$ cat config.mk
export PLATFORM = sky130hd
export DESIGN_NAME = irq_group_combiner
export DESIGN_NICKNAME = d
export VERILOG_FILES = /design/src/rtl/combiner_pkg.sv /design/src/rtl/combiner_regdec.sv /design/src/rtl/combiner_bank.sv /design/src/rtl/irq_group_combiner.sv
export SDC_FILE = /design/constraint.sdc
export NUM_CORES = 1
export LEC_CHECK = 0
export ABC_AREA = 1
export BUFFER_PORTS_ARGS = -buffer_cell sky130_fd_sc_hd__clkbuf_2
export CORE_ASPECT_RATIO = 1.5
export CORE_MARGIN = 3
export CORE_UTILIZATION = 46
export DETAILED_ROUTE_END_ITERATION = 12
export MAX_ROUTING_LAYER = met4
export PLACE_DENSITY = 0.72
export RECOVER_POWER = 50
export SLEW_MARGIN = 15
export SYNTH_ARGS = -nofsm -noshare
export SYNTH_HDL_FRONTEND = slang
export SYNTH_SLANG_ARGS = --single-unit
$ cat constraint.sdc
create_clock -name clk -period 1.12 [get_ports clk]
set_input_delay 0 -clock clk [delete_from_list [all_inputs] [get_ports clk]]
set_output_delay 0 -clock clk [all_outputs]
set_load 0.005 [all_outputs]
$ cat src/rtl/combiner_pkg.sv
package combiner_pkg;
    localparam int          GRP_SIZE       = 8;
    localparam int          LANES_PER_BANK = 4;
    localparam int          BANK_BITS      = GRP_SIZE * LANES_PER_BANK;
    localparam logic [3:0]  OFF_SET        = 4'h0;
    localparam logic [3:0]  OFF_CLR        = 4'h4;
    localparam logic [3:0]  OFF_STAT       = 4'hC;
endpackage

$ cat src/rtl/combiner_regdec.sv
module combiner_regdec
    import combiner_pkg::*;
#(
    parameter int ADDR_W    = 8,
    parameter int NUM_BANKS = 2
) (
    input  logic [ADDR_W-1:0]    addr,
    input  logic                 wr,
    output logic [NUM_BANKS-1:0] hit,
    output logic [NUM_BANKS-1:0] set_sel,
    output logic [NUM_BANKS-1:0] clr_sel,
    output logic                 rd_en_sel,
    output logic                 rd_st_sel
);
    localparam int BW = ADDR_W - 4;

    logic [3:0] off;

    always_comb begin
        off       = addr[3:0];
        rd_en_sel = (off == OFF_SET) || (off == OFF_CLR);
        rd_st_sel = (off == OFF_STAT);
        for (int b = 0; b < NUM_BANKS; b++) begin
            hit[b]     = (addr[ADDR_W-1:4] == BW'(b));
            set_sel[b] = hit[b] && wr && (off == OFF_SET);
            clr_sel[b] = hit[b] && wr && (off == OFF_CLR);
        end
    end
endmodule

$ cat src/rtl/combiner_bank.sv
module combiner_bank
    import combiner_pkg::*;
#(
    parameter int LANES = 4
) (
    input  logic                      clk,
    input  logic                      rst_n,
    input  logic                      set_stb,
    input  logic                      clr_stb,
    input  logic [LANES*GRP_SIZE-1:0] wdata,
    input  logic [LANES*GRP_SIZE-1:0] src,
    output logic [BANK_BITS-1:0]      en_word,
    output logic [BANK_BITS-1:0]      stat_word,
    output logic [LANES-1:0]          irq
);
    localparam int W = LANES * GRP_SIZE;

    typedef struct packed {
        logic [W-1:0]     en;
        logic [LANES-1:0] irq;
    } bank_state_t;

    bank_state_t s_d, s_q;

    always_comb begin
        s_d = s_q;
        if (set_stb) s_d.en = s_q.en | wdata;
        if (clr_stb) s_d.en = s_d.en & ~wdata;
        for (int l = 0; l < LANES; l++) begin
            s_d.irq[l] = |(src[l*GRP_SIZE +: GRP_SIZE] & s_d.en[l*GRP_SIZE +: GRP_SIZE]);
        end
    end

    always_ff @(posedge clk or negedge rst_n) begin
        if (!rst_n) s_q <= '0;
        else        s_q <= s_d;
    end

    assign en_word   = BANK_BITS'(s_q.en);
    assign stat_word = BANK_BITS'(src & s_q.en);
    assign irq       = s_q.irq;


    set_bits_chk: assert property (@(posedge clk) disable iff (!rst_n)
        set_stb |=> ((s_q.en & $past(wdata)) == $past(wdata)));


    clr_bits_chk: assert property (@(posedge clk) disable iff (!rst_n)
        clr_stb |=> ((s_q.en & $past(wdata)) == '0));


    en_hold_chk: assert property (@(posedge clk) disable iff (!rst_n)
        (!set_stb && !clr_stb) |=> $stable(s_q.en));

    for (genvar l = 0; l < LANES; l++) begin : g_lane_chk

        irq_level_chk: assert property (@(posedge clk) disable iff (!rst_n)
            1'b1 |=> (s_q.irq[l] ==
                |($past(src[l*GRP_SIZE +: GRP_SIZE]) & s_q.en[l*GRP_SIZE +: GRP_SIZE])));
    end
endmodule

$ cat src/rtl/irq_group_combiner.sv
module irq_group_combiner
    import combiner_pkg::*;
#(
    parameter int NUM_GROUPS = 8,
    parameter int ADDR_W     = 8
) (
    input  logic                           clk,
    input  logic                           rst_n,
    input  logic [ADDR_W-1:0]              reg_addr,
    input  logic [31:0]                    reg_wdata,
    input  logic                           reg_wr,
    output logic [31:0]                    reg_rdata,
    input  logic [NUM_GROUPS*GRP_SIZE-1:0] src_in,
    output logic [NUM_GROUPS-1:0]          grp_irq
);
    localparam int NUM_BANKS = (NUM_GROUPS + LANES_PER_BANK - 1) / LANES_PER_BANK;

    logic [NUM_BANKS-1:0] hit, set_sel, clr_sel;
    logic                 rd_en_sel, rd_st_sel;
    logic [31:0]          bank_en   [NUM_BANKS];
    logic [31:0]          bank_stat [NUM_BANKS];

    combiner_regdec #(.ADDR_W(ADDR_W), .NUM_BANKS(NUM_BANKS)) u_dec (
        .addr      (reg_addr),
        .wr        (reg_wr),
        .hit       (hit),
        .set_sel   (set_sel),
        .clr_sel   (clr_sel),
        .rd_en_sel (rd_en_sel),
        .rd_st_sel (rd_st_sel)
    );

    for (genvar b = 0; b < NUM_BANKS; b++) begin : g_bank
        localparam int LN = ((NUM_GROUPS - b*LANES_PER_BANK) >= LANES_PER_BANK)
                            ? LANES_PER_BANK : (NUM_GROUPS - b*LANES_PER_BANK);
        combiner_bank #(.LANES(LN)) u_bank (
            .clk       (clk),
            .rst_n     (rst_n),
            .set_stb   (set_sel[b]),
            .clr_stb   (clr_sel[b]),
            .wdata     (reg_wdata[LN*GRP_SIZE-1:0]),
            .src       (src_in[b*BANK_BITS +: LN*GRP_SIZE]),
            .en_word   (bank_en[b]),
            .stat_word (bank_stat[b]),
            .irq       (grp_irq[b*LANES_PER_BANK +: LN])
        );
    end

    always_comb begin
        reg_rdata = '0;
        for (int b = 0; b < NUM_BANKS; b++) begin
            if (hit[b] && rd_en_sel) reg_rdata = reg_rdata | bank_en[b];
            if (hit[b] && rd_st_sel) reg_rdata = reg_rdata | bank_stat[b];
        end
    end


    unused_off_chk: assert property (@(posedge clk) disable iff (!rst_n)
        (reg_addr[3:0] != OFF_SET && reg_addr[3:0] != OFF_CLR && reg_addr[3:0] != OFF_STAT)
        |-> (reg_rdata == '0));
endmodule

# Word level (Yosys, flattened, before mapping)
# Index checks and enable logic that the tools add are counted.
dict set report totals {
  regBits 72
  input_bits 107
  wordCells 54
  output_inout_bits 40
}
dict set report classes {
  reduce_logical 21
  n_mux 8
  bitwise 18
  n_eq_ne 3
}
# operator count
set op_table {}
lappend op_table {{32-bit two-way mux} 8}
lappend op_table {{32-bit bitwise OR} 5}
lappend op_table {{32-bit AND} 4}
lappend op_table {{8-bit AND} 8}
lappend op_table {{8-bit OR reduction} 8}
lappend op_table {{32-bit NOT} 1}
lappend op_table {{1-bit logical AND} 10}
lappend op_table {{4-bit logical NOT} 2}
lappend op_table {{4-bit by 1-bit equality test with 1-bit output, second input constant} 1}
lappend op_table {{4-bit by 3-bit equality test with 1-bit output, second input constant} 1}
lappend op_table {{4-bit equality test, second input constant} 1}
lappend op_table {{1-bit logical OR} 1}

# Logic depth before layout (Yosys ltp)
dict set report logic_depth {
  ltp_word 10
  ltp_mapped 11
  depth_no_buf 10
}

# Modules after synthesis
# Synthesis repeated with hierarchy kept, for this count alone.
dict set report hier_totals {
  cells_unflattened 1053
  area_unflattened_um2 5992.0
}
# module area_each_um2 instances cells_per_inst
set by_module_without_submodules {}
lappend by_module_without_submodules {combiner_bank 2204.6 2 358}
lappend by_module_without_submodules {irq_group_combiner 1477.7 1 316}
lappend by_module_without_submodules {combiner_regdec 105.1 1 21}

# Least setup slack after synthesis
# OpenSTA, ideal clock, no wires.
dict set report synth_timing {
  kind {input to register}
  from {input reg_addr[1]}
  to {register g_bank[1].u_bank.s_q (netlist bit g_bank[1].u_bank.irq[0])}
  setup_ns 0.119
  arrival_ns 0.943
  cell_stages 11
  path_buffers 1
  setup_slack_ns 0.059
  cell_sequence {nor2_2 > nand2_1 > inv_2 > nand2_1 > nor2_4 > buf_4 > nand2_1 > nand3_1 > nand2_1 > nor2_1 > nand2_1}
}
# item line_no
set synth_rtl {}
lappend synth_rtl {{start, declared} irq_group_combiner.sv:9} ;# input logic [ADDR_W-1:0] reg_addr,
lappend synth_rtl {{end signal, assigned} combiner_bank.sv:35} ;# if (!rst_n) s_q <= '0;
lappend synth_rtl {{end signal, assigned} combiner_bank.sv:36} ;# else s_q <= s_d;
lappend synth_rtl {{end, declared} combiner_bank.sv:23} ;# bank_state_t s_d, s_q;

# Worst setup path after layout
dict set report layout_timing {
  from {input reg_addr[7]}
  to {output reg_rdata[19]}
}
dict set report layout_via {
  elab_chain_len 9
}
# item line_no
set layout_rtl {}
lappend layout_rtl {{4-bit logical NOT} combiner_regdec.sv:24} ;# hit[b] = (addr[ADDR_W-1:4] == BW'(b));
lappend layout_rtl {{1-bit logical AND} irq_group_combiner.sv:52} ;# if (hit[b] && rd_en_sel) reg_rdata = reg_rdata | bank_en[b];
lappend layout_rtl {{32-bit two-way mux} irq_group_combiner.sv:52}
lappend layout_rtl {{32-bit bitwise OR} irq_group_combiner.sv:53} ;# if (hit[b] && rd_st_sel) reg_rdata = reg_rdata | bank_stat[b];
lappend layout_rtl {{32-bit two-way mux} irq_group_combiner.sv:53}
lappend layout_rtl {{32-bit bitwise OR} irq_group_combiner.sv:52}
lappend layout_rtl {{32-bit two-way mux} irq_group_combiner.sv:52}
lappend layout_rtl {{32-bit bitwise OR} irq_group_combiner.sv:53}
lappend layout_rtl {{32-bit two-way mux *} irq_group_combiner.sv:53}
lappend layout_rtl {{end, declared} irq_group_combiner.sv:12} ;# output logic [31:0] reg_rdata,
# Mark *: on every way between the ends. The rest lies on a longest branch, timed or not.

==> flow_metrics.tcl <==
set metrics [dict create \
    status "finished, violations left" \
    violations "negative setup slack" \
    synth_compound_area_share_pct 8.45 \
    dp.cells 1030 \
    drt-wirelength-per-cell_um 15.0 \
    cap_violations 0 \
    crit_chain "buf_6, buf_6, nor4_4, buf_6, buf_6, buf_6, nand3_2, a21oi_1, or2_4, clkbuf_2" \
    post-place-ws_ns -0.284 \
    start_kind "input pin" \
    avgSynthCellArea_um2 6.88 \
    regToRegSetupSlack_ns 0.16 \
    ys.flop_type "dfrtp_1" \
    initial_core_util_pct 47.3 \
    yosys.area.top_type "dfrtp_1" \
    path_buf_inv 6 \
    yosys-mux-area-fraction_pct 0 \
    finalCritPeriodShare_pct 113 \
    dieArea_um2 12300 \
    fp.coreArea_um2 10600 \
    setup_violations 32 \
    yosys.area_share.xor_xnor_pct 0 \
    powerDensity_nw_per_um2 937 \
    slew_headroom_pct 61.1 \
    synth-simple-area-share_pct 46.4 \
    cp_max_fo 4 \
    yosysUniqueCellTypes 23 \
    grt_max_degree 33 \
    netlist_area_um2 5030 \
    dr.pass1.iters 5 \
    grt_pass1_wl_um 25800 \
    cp-end-kind "output pin" \
    drv_slew 0 \
    gr-usage-met1_pct 30.5 \
    grt_remaining_overflow 0 \
    synth_edf_count 0 \
    yosysMostFrequentCell "nand2_1" \
    cts_tree "yes" \
    ys_warn_count 0 \
    synthTopCellsByCount "294 x nand2_1, 131 x nand3_1, 72 x dfrtp_1, 69 x inv_1, 64 x and2_1" \
    r2r_start "g_bank[1].u_bank.en_word[21]" \
    die_w_um 91.4 \
    fin_crit_ns 1.26 \
    skew_ns 0.00423 \
    worstSkewPairLatency_ns 0.33 \
    place_congestion 0.900 \
    worst_path_max_delay_cell "nor4_4" \
    r2r_cells 6 \
    yosys-top-cells-area "dfrtp_1 36%, nand2_1 22%, nand3_1 13%" \
    port_buffers 146 \
    synthArstFlopShare_pct 100 \
    reg2reg_to "g_bank[1].u_bank.irq[2]" \
    slowest_delay_ns 0.26 \
    root_buffer "clkbuf_16" \
    regArea_um2 1800 \
    drt_iter0_drc 270 \
    worstHoldPathType "in -> reg" \
    routed_wl_um 15900 \
    grt.met3_usage_pct 4.66 \
    via_per_inst 5.17 \
    grt_pass1_vias 5356 \
    ioPinCount 147 \
    fin_nets 1016 \
    cp.required_ns 1.12 \
    arrival_ns 1.26 \
    yosys_register_bits 72 \
    layout_setup_ws_ns -0.143 \
    whs_path_depth 5 \
    syn-num-nets 838 \
    hold_viol 0 \
    tightest_slew_ns 0.583 \
    dp_hpwl_um 11700 \
    critPathTopFamily "buffers and inverters" \
    dieHeight_um 134 \
    antenna_found_initial 0 \
    clock_path_buffers 2 \
    rsz0062_at_grt "true" \
    synth_top_family_by_area "simple AND/OR/NAND/NOR gates" \
    gr-usage-all-layers_pct 26.9 \
    htreeDepth 3 \
    synth.top_cell.area_share_pct 35.8 \
    min_to "g_bank[1].u_bank.irq[1]" \
    fillers 986 \
    cp_common_cell "buf_6" \
    grt-busiest-layer "met2" \
    synth_fa_ha_area_share_pct 0 \
    drive_above_1_share_pct 28.5 \
    antenna_left 0 \
    holdWs_ns 0.00839 \
    cts_sinks 72 \
    clk_transition_reported_paths_ns 0.06 \
    leakage_uw 0.00349 \
    ys_seq_area_share_pct 35.8 \
    min_from "src_in[45]" \
    fin_cells 1057 \
    multi_input_area_um2 2910 \
    path_class "in -> out" \
    drc 0 \
    grt_use_met2_pct 47.8 \
    vias 5466 \
    fp-row-count 46 \
    postSynthCellCount 731 \
    irDropWorstVdd_mv 0.801 \
    max_freq_ghz 0.792 \
    syn2layout_area_growth_pct 34.9 \
    cts_made_buffers 9 \
]
==> worst max-delay path by stage <==
stage,startpoint,to,depth (start not counted)
final,reg_addr[7],reg_rdata[19],10
after global routing,reg_addr[6],reg_rdata[29],9
after CTS,reg_addr[6],reg_rdata[10],10
after detailed placement,reg_addr[7],g_bank[0].u_bank.irq[2],11
after global placement,reg_addr[7],g_bank[0].u_bank.irq[3],12
after floorplan,reg_addr[1],g_bank[1].u_bank.irq[0],11
==> worst register-to-register path: stages (launching register included) <==
cell and delay [ns]:
dfrtp_1 0.38, inv_1 0.09, nand2_1 0.07, nand3_1 0.07, nand2_1 0.07, nor2_1 0.12, nand2_1 0.06
==> cell usage in the layout, fill, tap and decap left out, types with 4 or more instances in the layout <==
cell type	count
nand2_1	290
o21bai_1	4
nand3_1	121
a21oi_2	5
buf_4	13
buf_12	8
dlygate4sd3_1	7
and2_1	64
dfrtp_1	72
clkbuf_16	11
nor2_4	4
inv_1	68
buf_2	21
inv_2	4
nor2_1	20
nand3_2	10
clkbuf_2	122
o221ai_2	26
buf_6	22
==> sequential cells by signal, summed over array words and instances (netlist names) <==
signal                 flops
g_bank.u_bank.en_word     64
g_bank.u_bank.irq          8
==> logic make-up after synthesis <==
| family | Yosys count |
|---|---|
| buffers and inverters | 102 |
| AO/OA/AOI/OAI | 37 |
| AND/OR/NAND/NOR | 520 |
| flip-flops | 72 |
==> per-stage QoR <==
| stage | area [um^2] | util, % | total power, uW | TNS, ns |
|---|---|---|---|---|
| global placement | 6140 | 57.7 | 3730 | -12.04 |
| finish | 6790 | 63.7 | 6360 | -2.49 |
| global route | 6780 | 63.7 | 6670 | -4.61 |
| detailed placement | 6140 | 57.7 | 3740 | -13.50 |
| CTS | 6650 | 62.4 | 6370 | -3.45 |
| floorplan | 5030 | - | 3230 | 0 |
==> what timing repair did <==
action,in CTS,in global routing
gates cloned,1,2
pin swaps,6,14
setup endpoints to repair,32,38
hold buffers,7,0
resized for setup,32,51
endpoints found under the hold margin,77,0
setup buffers,4,0
==> power breakdown <==
group	switching, uW	internal (uW)	total [uW]	leakage, uW
clock	1050	1530	2590	0.000126
combinational	571	433	1000	0.00269
sequential	54.9	2710	2770	0.000668
==> final cells by class <==
| type | count | share of cell area (%) |
|---|---|---|
| Inverter | 72 | 3.98 |
| Sequential cell | 72 | 26.5 |
| Antenna cell | 1 | 0.0369 |
| Tap cell | 144 | 2.65 |
| Clock inverter | 1 | 0.0737 |
| Clock buffer | 13 | 3.69 |
| Timing Repair Buffer | 197 | 20.2 |
| Multi-Input combinational cell | 557 | 42.8 |
==> routing by layer <==
metal / wire length [um] / part of all wire, % / vias up
met3: 866 / 5.5 / 29
met4: 321 / 2.0 / 0
met5: 0 / 0 / -
met1: 6240 / 39 / 2536
li1: - / - / 2699
met2: 8430 / 53 / 202
Power figures use the tool's default switching activity.
